**src/rtl/ecb_pkg.sv**
```systemverilog
`timescale 1ns/1ps
// ecb_pkg: shared constants and the register-kind encoding for the event
// counter bank. Assumes a 9-bit address of {kind[3:0], index[4:0]}.
package ecb_pkg;
    localparam int DATA_W = 32;
    localparam int SEL_W  = 10;
    localparam int KIND_W = 4;
    localparam int IDX_W  = 5;
    localparam int ADDR_W = KIND_W + IDX_W;

    localparam logic [SEL_W-1:0] SEL_SWINC  = 10'h000;
    localparam logic [SEL_W-1:0] SEL_INSTR  = 10'h008;
    localparam logic [SEL_W-1:0] SEL_CYCLES = 10'h011;

    typedef enum logic [KIND_W-1:0] {
        K_CTRL      = 4'd0,
        K_EN_SET    = 4'd1,
        K_EN_CLR    = 4'd2,
        K_OVF_SET   = 4'd3,
        K_OVF_CLR   = 4'd4,
        K_IEN_SET   = 4'd5,
        K_IEN_CLR   = 4'd6,
        K_SWINC     = 4'd7,
        K_TYPE      = 4'd8,
        K_COUNT     = 4'd9
    } reg_kind_e;
endpackage

```
**src/rtl/ecb_flag_reg.sv**
```systemverilog
`timescale 1ns/1ps
// ecb_flag_reg: 32-bit register with write-one-to-set and write-one-to-clear
// strobes plus a hardware set vector. Only bits in MASK can ever be one.
// Assumes set and clear strobes are one-cycle; the hardware set beats a clear.
module ecb_flag_reg #(
    parameter logic [31:0] MASK = 32'hFFFF_FFFF
) (
    input  logic        clk,
    input  logic        rst_n,
    input  logic        set_we,
    input  logic        clr_we,
    input  logic [31:0] wdata,
    input  logic [31:0] hw_set,
    output logic [31:0] q
);
    logic [31:0] set_vec, clr_vec, hw_vec;

    // Form the masked set, clear and hardware vectors.
    always_comb begin
        set_vec = set_we ? (wdata & MASK) : '0;
        clr_vec = clr_we ? (wdata & MASK) : '0;
        hw_vec  = hw_set & MASK;
    end

    // Update the flags; hardware set is applied last so it wins.
    always_ff @(posedge clk) begin
        if (!rst_n) q <= '0;
        else        q <= ((q | set_vec) & ~clr_vec) | hw_vec;
    end

    // a hardware set is always visible after the edge.
    p_hw_wins_r9: assert property (@(posedge clk) disable iff (!rst_n)
        (hw_vec != '0) |=> ((q & $past(hw_vec)) == $past(hw_vec)));
    // unimplemented bits never become one.
    p_mask_r6: assert property (@(posedge clk) disable iff (!rst_n)
        1'b1 |=> ((q & ~MASK) == '0));
endmodule

```
**src/rtl/ecb_counter.sv**
```systemverilog
`timescale 1ns/1ps
// ecb_counter: one 32-bit event counter. Picks its event from the selector,
// adds one when active, loads on a direct write (which wins), and reports a
// wrap pulse when bit 31 falls because of an increment.
module ecb_counter
    import ecb_pkg::*;
#(
    parameter int W = DATA_W
) (
    input  logic             clk,
    input  logic             rst_n,
    input  logic             active,
    input  logic [SEL_W-1:0] sel,
    input  logic             evt_cycle,
    input  logic             evt_instr,
    input  logic             sw_hit,
    input  logic             load,
    input  logic [W-1:0]     load_val,
    output logic [W-1:0]     count,
    output logic             wrap
);
    logic         incr;
    logic [W-1:0] next_cnt;

    // Decide whether the selected event fires this cycle.
    always_comb begin
        incr = active & (((sel == SEL_CYCLES) & evt_cycle)
                       | ((sel == SEL_INSTR)  & evt_instr)
                       | ((sel == SEL_SWINC)  & sw_hit));
        next_cnt = count + 1'b1;
        wrap = incr & ~load & count[W-1] & ~next_cnt[W-1];
    end

    // Hold, load or advance the count.
    always_ff @(posedge clk) begin
        if (!rst_n)    count <= '0;
        else if (load) count <= load_val;
        else if (incr) count <= next_cnt;
    end

    // an increment below the top advances by one.
    p_step_r2: assert property (@(posedge clk) disable iff (!rst_n)
        (incr && !load && count != '1) |=> (count == $past(count) + 1'b1));
    // the top value wraps to zero.
    p_wrap_r5: assert property (@(posedge clk) disable iff (!rst_n)
        (incr && !load && count == '1) |=> (count == '0));
    // no event and no load keeps the count.
    p_hold_r3: assert property (@(posedge clk) disable iff (!rst_n)
        (!incr && !load) |=> $stable(count));
    // a load always wins.
    p_load_r11: assert property (@(posedge clk) disable iff (!rst_n)
        load |=> (count == $past(load_val)));
endmodule

```
**src/rtl/ecb_bank.sv**
```systemverilog
`timescale 1ns/1ps
// ecb_bank: N event counters (N at most 31) with enable, overflow status and
// interrupt-enable flag registers, a software increment, and a level interrupt.
// Assumes single-cycle writes; reads are combinational from stored state.
module ecb_bank
    import ecb_pkg::*;
#(
    parameter int N = 6
) (
    input  logic              clk,
    input  logic              rst_n,
    input  logic              wr_en,
    input  logic [ADDR_W-1:0] wr_addr,
    input  logic [DATA_W-1:0] wr_data,
    input  logic [ADDR_W-1:0] rd_addr,
    output logic [DATA_W-1:0] rd_data,
    input  logic              evt_cycle,
    input  logic              evt_instr,
    input  logic              cyc_ovf,
    output logic              irq
);
    localparam logic [31:0] IMPL = 32'((64'd1 << N) - 64'd1) | 32'h8000_0000;
    localparam logic [IDX_W-1:0] N_FIELD = IDX_W'(N);

    reg_kind_e         wr_kind, rd_kind;
    logic [IDX_W-1:0]  wr_idx, rd_idx;
    logic              ctrl_en;
    logic [31:0]       cnten, ovf, inten, ovf_hw;
    logic [N-1:0]      wraps;
    logic [DATA_W-1:0] cnt   [N];
    logic [SEL_W-1:0]  etype [N];

    // Split the addresses into kind and index.
    always_comb begin
        wr_kind = reg_kind_e'(wr_addr[ADDR_W-1 -: KIND_W]);
        wr_idx  = wr_addr[IDX_W-1:0];
        rd_kind = reg_kind_e'(rd_addr[ADDR_W-1 -: KIND_W]);
        rd_idx  = rd_addr[IDX_W-1:0];
    end

    // Global enable bit of the control register.
    always_ff @(posedge clk) begin
        if (!rst_n)                           ctrl_en <= 1'b0;
        else if (wr_en && wr_kind == K_CTRL)  ctrl_en <= wr_data[0];
    end

    // Collect hardware overflow sets: counter wraps and the cycle counter.
    always_comb begin
        ovf_hw = '0;
        ovf_hw[N-1:0] = wraps;
        ovf_hw[31] = cyc_ovf;
    end

    ecb_flag_reg #(.MASK(IMPL)) u_cnten (
        .clk(clk), .rst_n(rst_n),
        .set_we(wr_en && wr_kind == K_EN_SET),
        .clr_we(wr_en && wr_kind == K_EN_CLR),
        .wdata(wr_data), .hw_set(32'd0), .q(cnten));

    ecb_flag_reg #(.MASK(IMPL)) u_ovf (
        .clk(clk), .rst_n(rst_n),
        .set_we(wr_en && wr_kind == K_OVF_SET),
        .clr_we(wr_en && wr_kind == K_OVF_CLR),
        .wdata(wr_data), .hw_set(ovf_hw), .q(ovf));

    ecb_flag_reg #(.MASK(IMPL)) u_inten (
        .clk(clk), .rst_n(rst_n),
        .set_we(wr_en && wr_kind == K_IEN_SET),
        .clr_we(wr_en && wr_kind == K_IEN_CLR),
        .wdata(wr_data), .hw_set(32'd0), .q(inten));

    for (genvar i = 0; i < N; i++) begin : g_ctr
        logic sel_me;
        // Decode whether this write targets counter i.
        always_comb sel_me = wr_en && (wr_idx == IDX_W'(i));

        // Event type register, low 10 bits kept.
        always_ff @(posedge clk) begin
            if (!rst_n)                            etype[i] <= '0;
            else if (sel_me && wr_kind == K_TYPE)  etype[i] <= wr_data[SEL_W-1:0];
        end

        ecb_counter u_cnt (
            .clk(clk), .rst_n(rst_n),
            .active(ctrl_en & cnten[i]),
            .sel(etype[i]),
            .evt_cycle(evt_cycle), .evt_instr(evt_instr),
            .sw_hit(wr_en && wr_kind == K_SWINC && wr_data[i]),
            .load(sel_me && wr_kind == K_COUNT),
            .load_val(wr_data),
            .count(cnt[i]), .wrap(wraps[i]));
    end

    // Level interrupt from the stored enable, interrupt-enable and status.
    always_comb irq = ctrl_en & |(inten & ovf);

    // Read multiplexer over the stored state.
    always_comb begin
        rd_data = '0;
        unique case (rd_kind)
            K_CTRL:               rd_data = {16'd0, N_FIELD, 10'd0, ctrl_en};
            K_EN_SET, K_EN_CLR:   rd_data = cnten;
            K_OVF_SET, K_OVF_CLR: rd_data = ovf;
            K_IEN_SET, K_IEN_CLR: rd_data = inten;
            K_TYPE, K_COUNT: begin
                for (int i = 0; i < N; i++) begin
                    if (rd_idx == IDX_W'(i))
                        rd_data = (rd_kind == K_TYPE) ? {22'd0, etype[i]} : cnt[i];
                end
            end
            default:              rd_data = '0;
        endcase
    end

    // the interrupt is never raised with the global enable off.
    p_irq_gate_r8: assert property (@(posedge clk) disable iff (!rst_n)
        irq |-> ctrl_en);
    // a cycle-counter overflow pulse lands in bit 31.
    p_cyc_ovf_r7: assert property (@(posedge clk) disable iff (!rst_n)
        cyc_ovf |=> ovf[31]);
endmodule

```
**config.mk**
```make
export PLATFORM = sky130hd
export DESIGN_NAME = ecb_bank
export DESIGN_NICKNAME = d
export VERILOG_FILES = /design/src/rtl/ecb_pkg.sv /design/src/rtl/ecb_flag_reg.sv /design/src/rtl/ecb_counter.sv /design/src/rtl/ecb_bank.sv
export SDC_FILE = /design/constraint.sdc
export NUM_CORES = 1
export LEC_CHECK = 0
export ABC_AREA = 0
export ABC_CLOCK_PERIOD_IN_PS = 2900
export BUFFER_PORTS_ARGS = -buffer_cell sky130_fd_sc_hd__buf_2
export CAP_MARGIN = 20
export CORE_UTILIZATION = 50
export CTS_BUF_LIST = sky130_fd_sc_hd__clkbuf_16
export CTS_CLUSTER_DIAMETER = 100
export DETAILED_ROUTE_END_ITERATION = 8
export PLACE_DENSITY = 0.72
export SETUP_SLACK_MARGIN = 0.15
export SYNTH_ARGS = -nofsm -noshare
export SYNTH_HDL_FRONTEND = slang
export SYNTH_SLANG_ARGS = --single-unit
export TNS_END_PERCENT = 20
```
**constraint.sdc**
```tcl
create_clock -name clk -period 2.9 [get_ports clk]
set_clock_uncertainty 0.15 [all_clocks]
set_input_delay 0.145 -clock clk [delete_from_list [all_inputs] [get_ports clk]]
set_output_delay 0.145 -clock clk [all_outputs]
set_load 0.01 [all_outputs]
```
After elaboration in Yosys (flattened, before gate mapping) --
Memories as Yosys holds them, arrays and structs flattened. Index checks and enable logic that the tools add are counted.
Storage, ports and cells: RAM bits 60, bits of input ports 56, output and inout bits 33, word-level logic and storage cells 255, memories 1, bits in registers 289
Operators by class: $add $sub $neg 6, reductions and logical operators 53, equality and inequality tests 39, multiplexer cells 56, bitwise gates (word level) 90
Memories:
- etype | depth 6, bits a word 10, rd ports 6, clocked after memory_dff 0, write ports 6, line ecb_bank.sv:31 | logic [SEL_W-1:0] etype [N];
Operators with widths (number):
- 2-to-1 mux 32 bit | 30
- adder 32 x 1 -> 32 bit (second input constant) | 6
- case mux 32 bit (5 select lines) | 1
- AND 32 bit | 4
- OR 32 bit | 4
- NOT 32 bit | 3
- == test 10 x 4 -> 1 bit (second input constant) | 6
- == test 10 x 5 -> 1 bit (second input constant) | 6
- zero test 10 bit | 6
- 2-to-1 mux 10 bit | 6
- AND 1 bit | 49
- logical AND 1 bit | 32
- OR reduction 32 bit | 1
- == test 4 x 3 -> 1 bit (second input constant) | 7
- == test 5 x 2 -> 1 bit (second input constant) | 4
- == test 5 x 3 -> 1 bit (second input constant) | 4
- 2-to-1 mux 1 bit | 19
- OR 1 bit | 18
- == test 4 x 2 -> 1 bit (second input constant) | 4
- == test 4 bit (second input constant) | 4
- NOT 1 bit | 12
- nonzero test 2 bit | 6
- == test 5 x 1 -> 1 bit (second input constant) | 2
- zero test 5 bit | 2
- other kinds (3) | 8

Logic depth before layout (Yosys ltp) --
depth in word-level cells 10, depth in mapped cells 9, gate-level depth less buffers 6

Hierarchy --
Synthesis repeated with hierarchy kept, for this count alone.
Second synthesis, totals: cell total of the unflattened synthesis 2192, area, all modules 18198.7 µm²
Modules (own cells, without submodules):
- ecb_counter | instances 6, cells an instance 228, seq. area each 640.6 µm², area an instance 1848.0 µm²
- ecb_bank | instances 1, cells an instance 662, seq. area each 1821.7 µm², area an instance 5642.9 µm²
- ecb_flag_reg | instances 3, cells an instance 54, seq. area each 140.1 µm², area an instance 489.2 µm²

Worst setup path before layout --
Ideal clock, no wire load.
kind in2reg, start point in wr_addr[6], end point mem etype[4][0], enable pin, arrival time 1811 ps, setup time 391 ps, path slack 548 ps, path buffers 1, required time 2359 ps, cell stages on the path 5, path through or3b_1 > clkbuf_1 > nor3_2 > nand2b_1 > o21ai_0
RTL lines:
- from (decl) | line ecb_bank.sv:13 | input logic [ADDR_W-1:0] wr_addr,
- to (decl) | line ecb_bank.sv:31

Final worst setup path --
start point reg g_ctr[2].u_cnt.count[31], end point out rd_data[31]
On the way: cells in the longest elaborated chain, start to end 6
RTL lines:
- from (decl) | line ecb_counter.sv:19 | output logic [W-1:0] count,
- from (signal assigned) | line ecb_counter.sv:37 | else if (load) count <= load_val;
- from (signal assigned) | line ecb_counter.sv:38 | else if (incr) count <= next_cnt;
- 2-to-1 mux 32 bit | line ecb_bank.sv:108 | rd_data = (rd_kind == K_TYPE) ? {22'd0, etype[i]} : cnt[i];
- 2-to-1 mux 32 bit (4 in a row) | line ecb_bank.sv:107 | if (rd_idx == IDX_W'(i))
- case mux 32 bit (5 select lines) | line ecb_bank.sv:100 | unique case (rd_kind)
- to (decl) | line ecb_bank.sv:16 | output logic [DATA_W-1:0] rd_data,
Every way passes these cells.

==> summary.md <==
| Metric | Value |
|---|---|
| Hold slack | 0.0278 ns |
| Register area share after synthesis | 37.4% |
| Final Wtd Congestion | 1.00 |
| Antenna cells | 0 |
| Share of layout cells above drive strength 1 | 11.8% |
| First-pass GRT wire length | 89.3 mm |
| ANT nets after route | 0 |
| Crit path kind | reg -> out |
| Post-Syn Area | 16,300 µm² |
| Clock Sinks | 274 |
| Worst skew pair latency | 0.58 ns |
| PD cells | 454 nW/µm² |
| DR pass1 iterations | 6 |
| Via-per-instance ratio | 6.48 |
| H-tree levels | 1 |
| Delay-heaviest family, CP | simple AND/OR/NAND/NOR gates |
| Switching pwr | 2130 µW |
| Synthesized instance count | 1,977 |
| CP required | 2.61 ns |
| Number of synthesized flops with an enable pin | 60 |
| CP max stage delay | 0.43 ns |
| Final setup fails | 0 |
| Syn Nets | 2,039 |
| Pint | 6320 µW |
| Number of port buffers | 88 |
| Combinational Power Share | 6.6% |
| Total gr overflow | 0 |
| Die ar. | 33,300 µm² |
| Fin Setup TNS | 0 ns |
| Pins Over Slew Limit | 0 |
| Worst setup SP type | flip-flop |
| Multi-input gate area | 9540 µm² |
| DR vias | 16.4k |
| Share of the synthesized area in the top cell type | 26.3% |
| Largest net degree at the start of global routing | 96 |
| Core ar. | 31,800 µm² |
| Tcrit/Tclk final | 98.0% |
| Fin nets | 2,129 |
| Setup slack, reg-to-reg | 0.28 ns |
| Slowest cell on the critical path | o221ai_1 |
| Largest cells by area after synthesis | dfxtp_1 26%, edfxtp_1 11%, a21oi_1 6.1%, xnor2_1 5.8%, o21ai_0 5.0% |
| Tmin final | 2.84 ns |
| CTS tree | done |
| MaxCap Viol Count | 0 |
| Final Hold Viols | 0 |
| Pleak | 0.00592 µW |
| Clk Tree Root Cell | clkbuf_16 |
| Filler cell count | 2,929 |
| Drt wl/cell | 23.6 µm |
| Peak fanout along the critical path | 4 |
| Starting Density | 51.2% |
| Reg power frac | 47.3% |
| Initial antenna violation count | 0 |
| GRT Total Usage | 35.1% |
| Asr flop ratio synth | 0% |
| Peak VDD IR | 472 µV |
| Sw Share | 25.2% |
| Main flop type after synthesis | dfxtp_1 |
| WL final | 59.7 mm |
| Hold Crit Class | in -> reg |
| Register bit total from synthesis | 274 |
| Achievable Freq | 352 MHz |
| Synth Area per Inst | 8.23 µm² |
| Power, Total | 8460 µW |
| DRT iter0 DRCs | 1,949 |
| Rel. slew slack | 42.9% |
| Outcome | complete, no violations |
| Count leader, synth | dfxtp_1 |
| Synth cell count leaders | 214 x dfxtp_1, 199 x a21oi_1, 181 x nand2_1, 163 x o21ai_0, 111 x clkbuf_1 |
| Critical path cell sequence | mux4_2, mux2i_1, nor4_2, o221ai_1, nand3_1, buf_2 |
| DP Area | 17,300 µm² |
| Setup bufs post-CTS | 0 |
| Crit end category | output pin |
| Area Growth Syn to Fin | 14.5% |
| Clock Path Buffers | 3 |
| Chip height | 182 µm |
| Reg area | 6090 µm² |
| Vias in the first global route | 15.0k |
| Total CTS buffers | 31 |
| CP bufs+invs | 1 |
| # DRC | 0 |
| IO Pins | 89 |
| Die span in x | 182 µm |
| Post-DP HPWL | 42.7 mm |
| Final instance area | 18,600 µm² |
| Cell row count | 65 |
| Clock power frac | 46.0% |
| Arr. time, crit path | 2.55 ns |
| Largest area contributor in the netlist | dfxtp_1 |
| Slew @ Worst Pin | 0.856 ns |
| Worst-path clk slew | 0.06 ns |
| Layout Utilization | 58.6% |
| Ys Warns | 0 |
| Unrepaired setup endpoints after global routing | true |
| Yosys cell types | 82 |
==> cells by family (layout without fill, tap and decap cells) <==
group           Yosys count  in the layout  share of synthesized area [%]
compound gates          600            600                           22.6
xor+xnor                169            169                           9.10
fa+ha+maj                 6              6                          0.461
buf+inv                 170            285                           4.17
flops                   274            274                           37.4
mux                      36             36                           2.29
simple gates            722            722                           24.0
==> registers in the layout, summed over array words and instances, names as in the netlist <==
register,cells
u_ovf.q,7
ctrl_en,1
u_inten.q,7
g_ctr.u_cnt.count,192
etype,60
u_cnten.q,7
==> layout make-up <==
cell class                 instances  area share (%)
sequential                       274            32.6
multi-input combinational       1533            51.2
tap                              435            2.92
inverter                          34           0.685
clock buffer                      31            4.16
clock inverter                    27            1.12
timing repair buffer             193            7.30
==> through the flow <==
step,worst slack [ns],std cells
global route,0.146,2527
global placement,0.209,2432
detailed placement,0.310,2432
floorplan,0.548,1977
finish,0.0569,2527
CTS,0.248,2527
==> layout by cell type (no fill, tap or decap), drive strengths merged, types with 60 or more instances in the layout <==
cell	instances
a22oi	67
a21oi	199
nand3	100
edfxtp	60
nand2	181
nor2	108
xnor2	107
nor3	61
dfxtp	214
and2	71
xor2	62
o21ai	166
buf	156
==> worst min-delay path: cells and delay by family <==
kind / cells / cell delay, ns
buf+inv: 2 / 0.43
compound gates: 1 / 0.12
==> final timing paths <==
kind | start | endpoint | depth (start not counted)
worst max-delay path | g_ctr[2].u_cnt.count[31] | rd_data[31] | 6
worst min-delay path | wr_data[1] | u_inten.q[1] | 3
worst max register to register | ctrl_en | g_ctr[4].u_cnt.count[30] | 7
worst min register to register | u_cnten.q[31] | u_cnten.q[31] | 2
==> metal layers <==
metal / vias to the layer above / share of wire, % / wire length [µm] / GRT usage, %
met5: - / 0 / 0 / 0
met4: 0 / 6.3 / 3730 / 19.1
met2: 923 / 45 / 26800 / 56.2
met3: 212 / 9.1 / 5430 / 4.29
met1: 7748 / 40 / 23700 / 46.2
li1: 7488 / - / - / -
==> power groups by stage <==
| stage | Clock, µW | Sequential, µW | Combinational (µW) |
|---|---|---|---|
| finish | 3890 | 4010 | 561 |
| global route | 4060 | 4010 | 587 |
| CTS | 3910 | 4000 | 542 |
| detailed placement | 0 | 4090 | 504 |
| global placement | 0 | 4080 | 499 |
| floorplan | 0 | 4060 | 269 |
==> what timing repair did <==
item                                   4_1_cts  5_1_grt
endpoints found under the hold margin      173        0
hold buffers                                37        0
gates resized for setup                      1        1
setup endpoints to repair                    1        2
(Power assumes the default switching activity.)
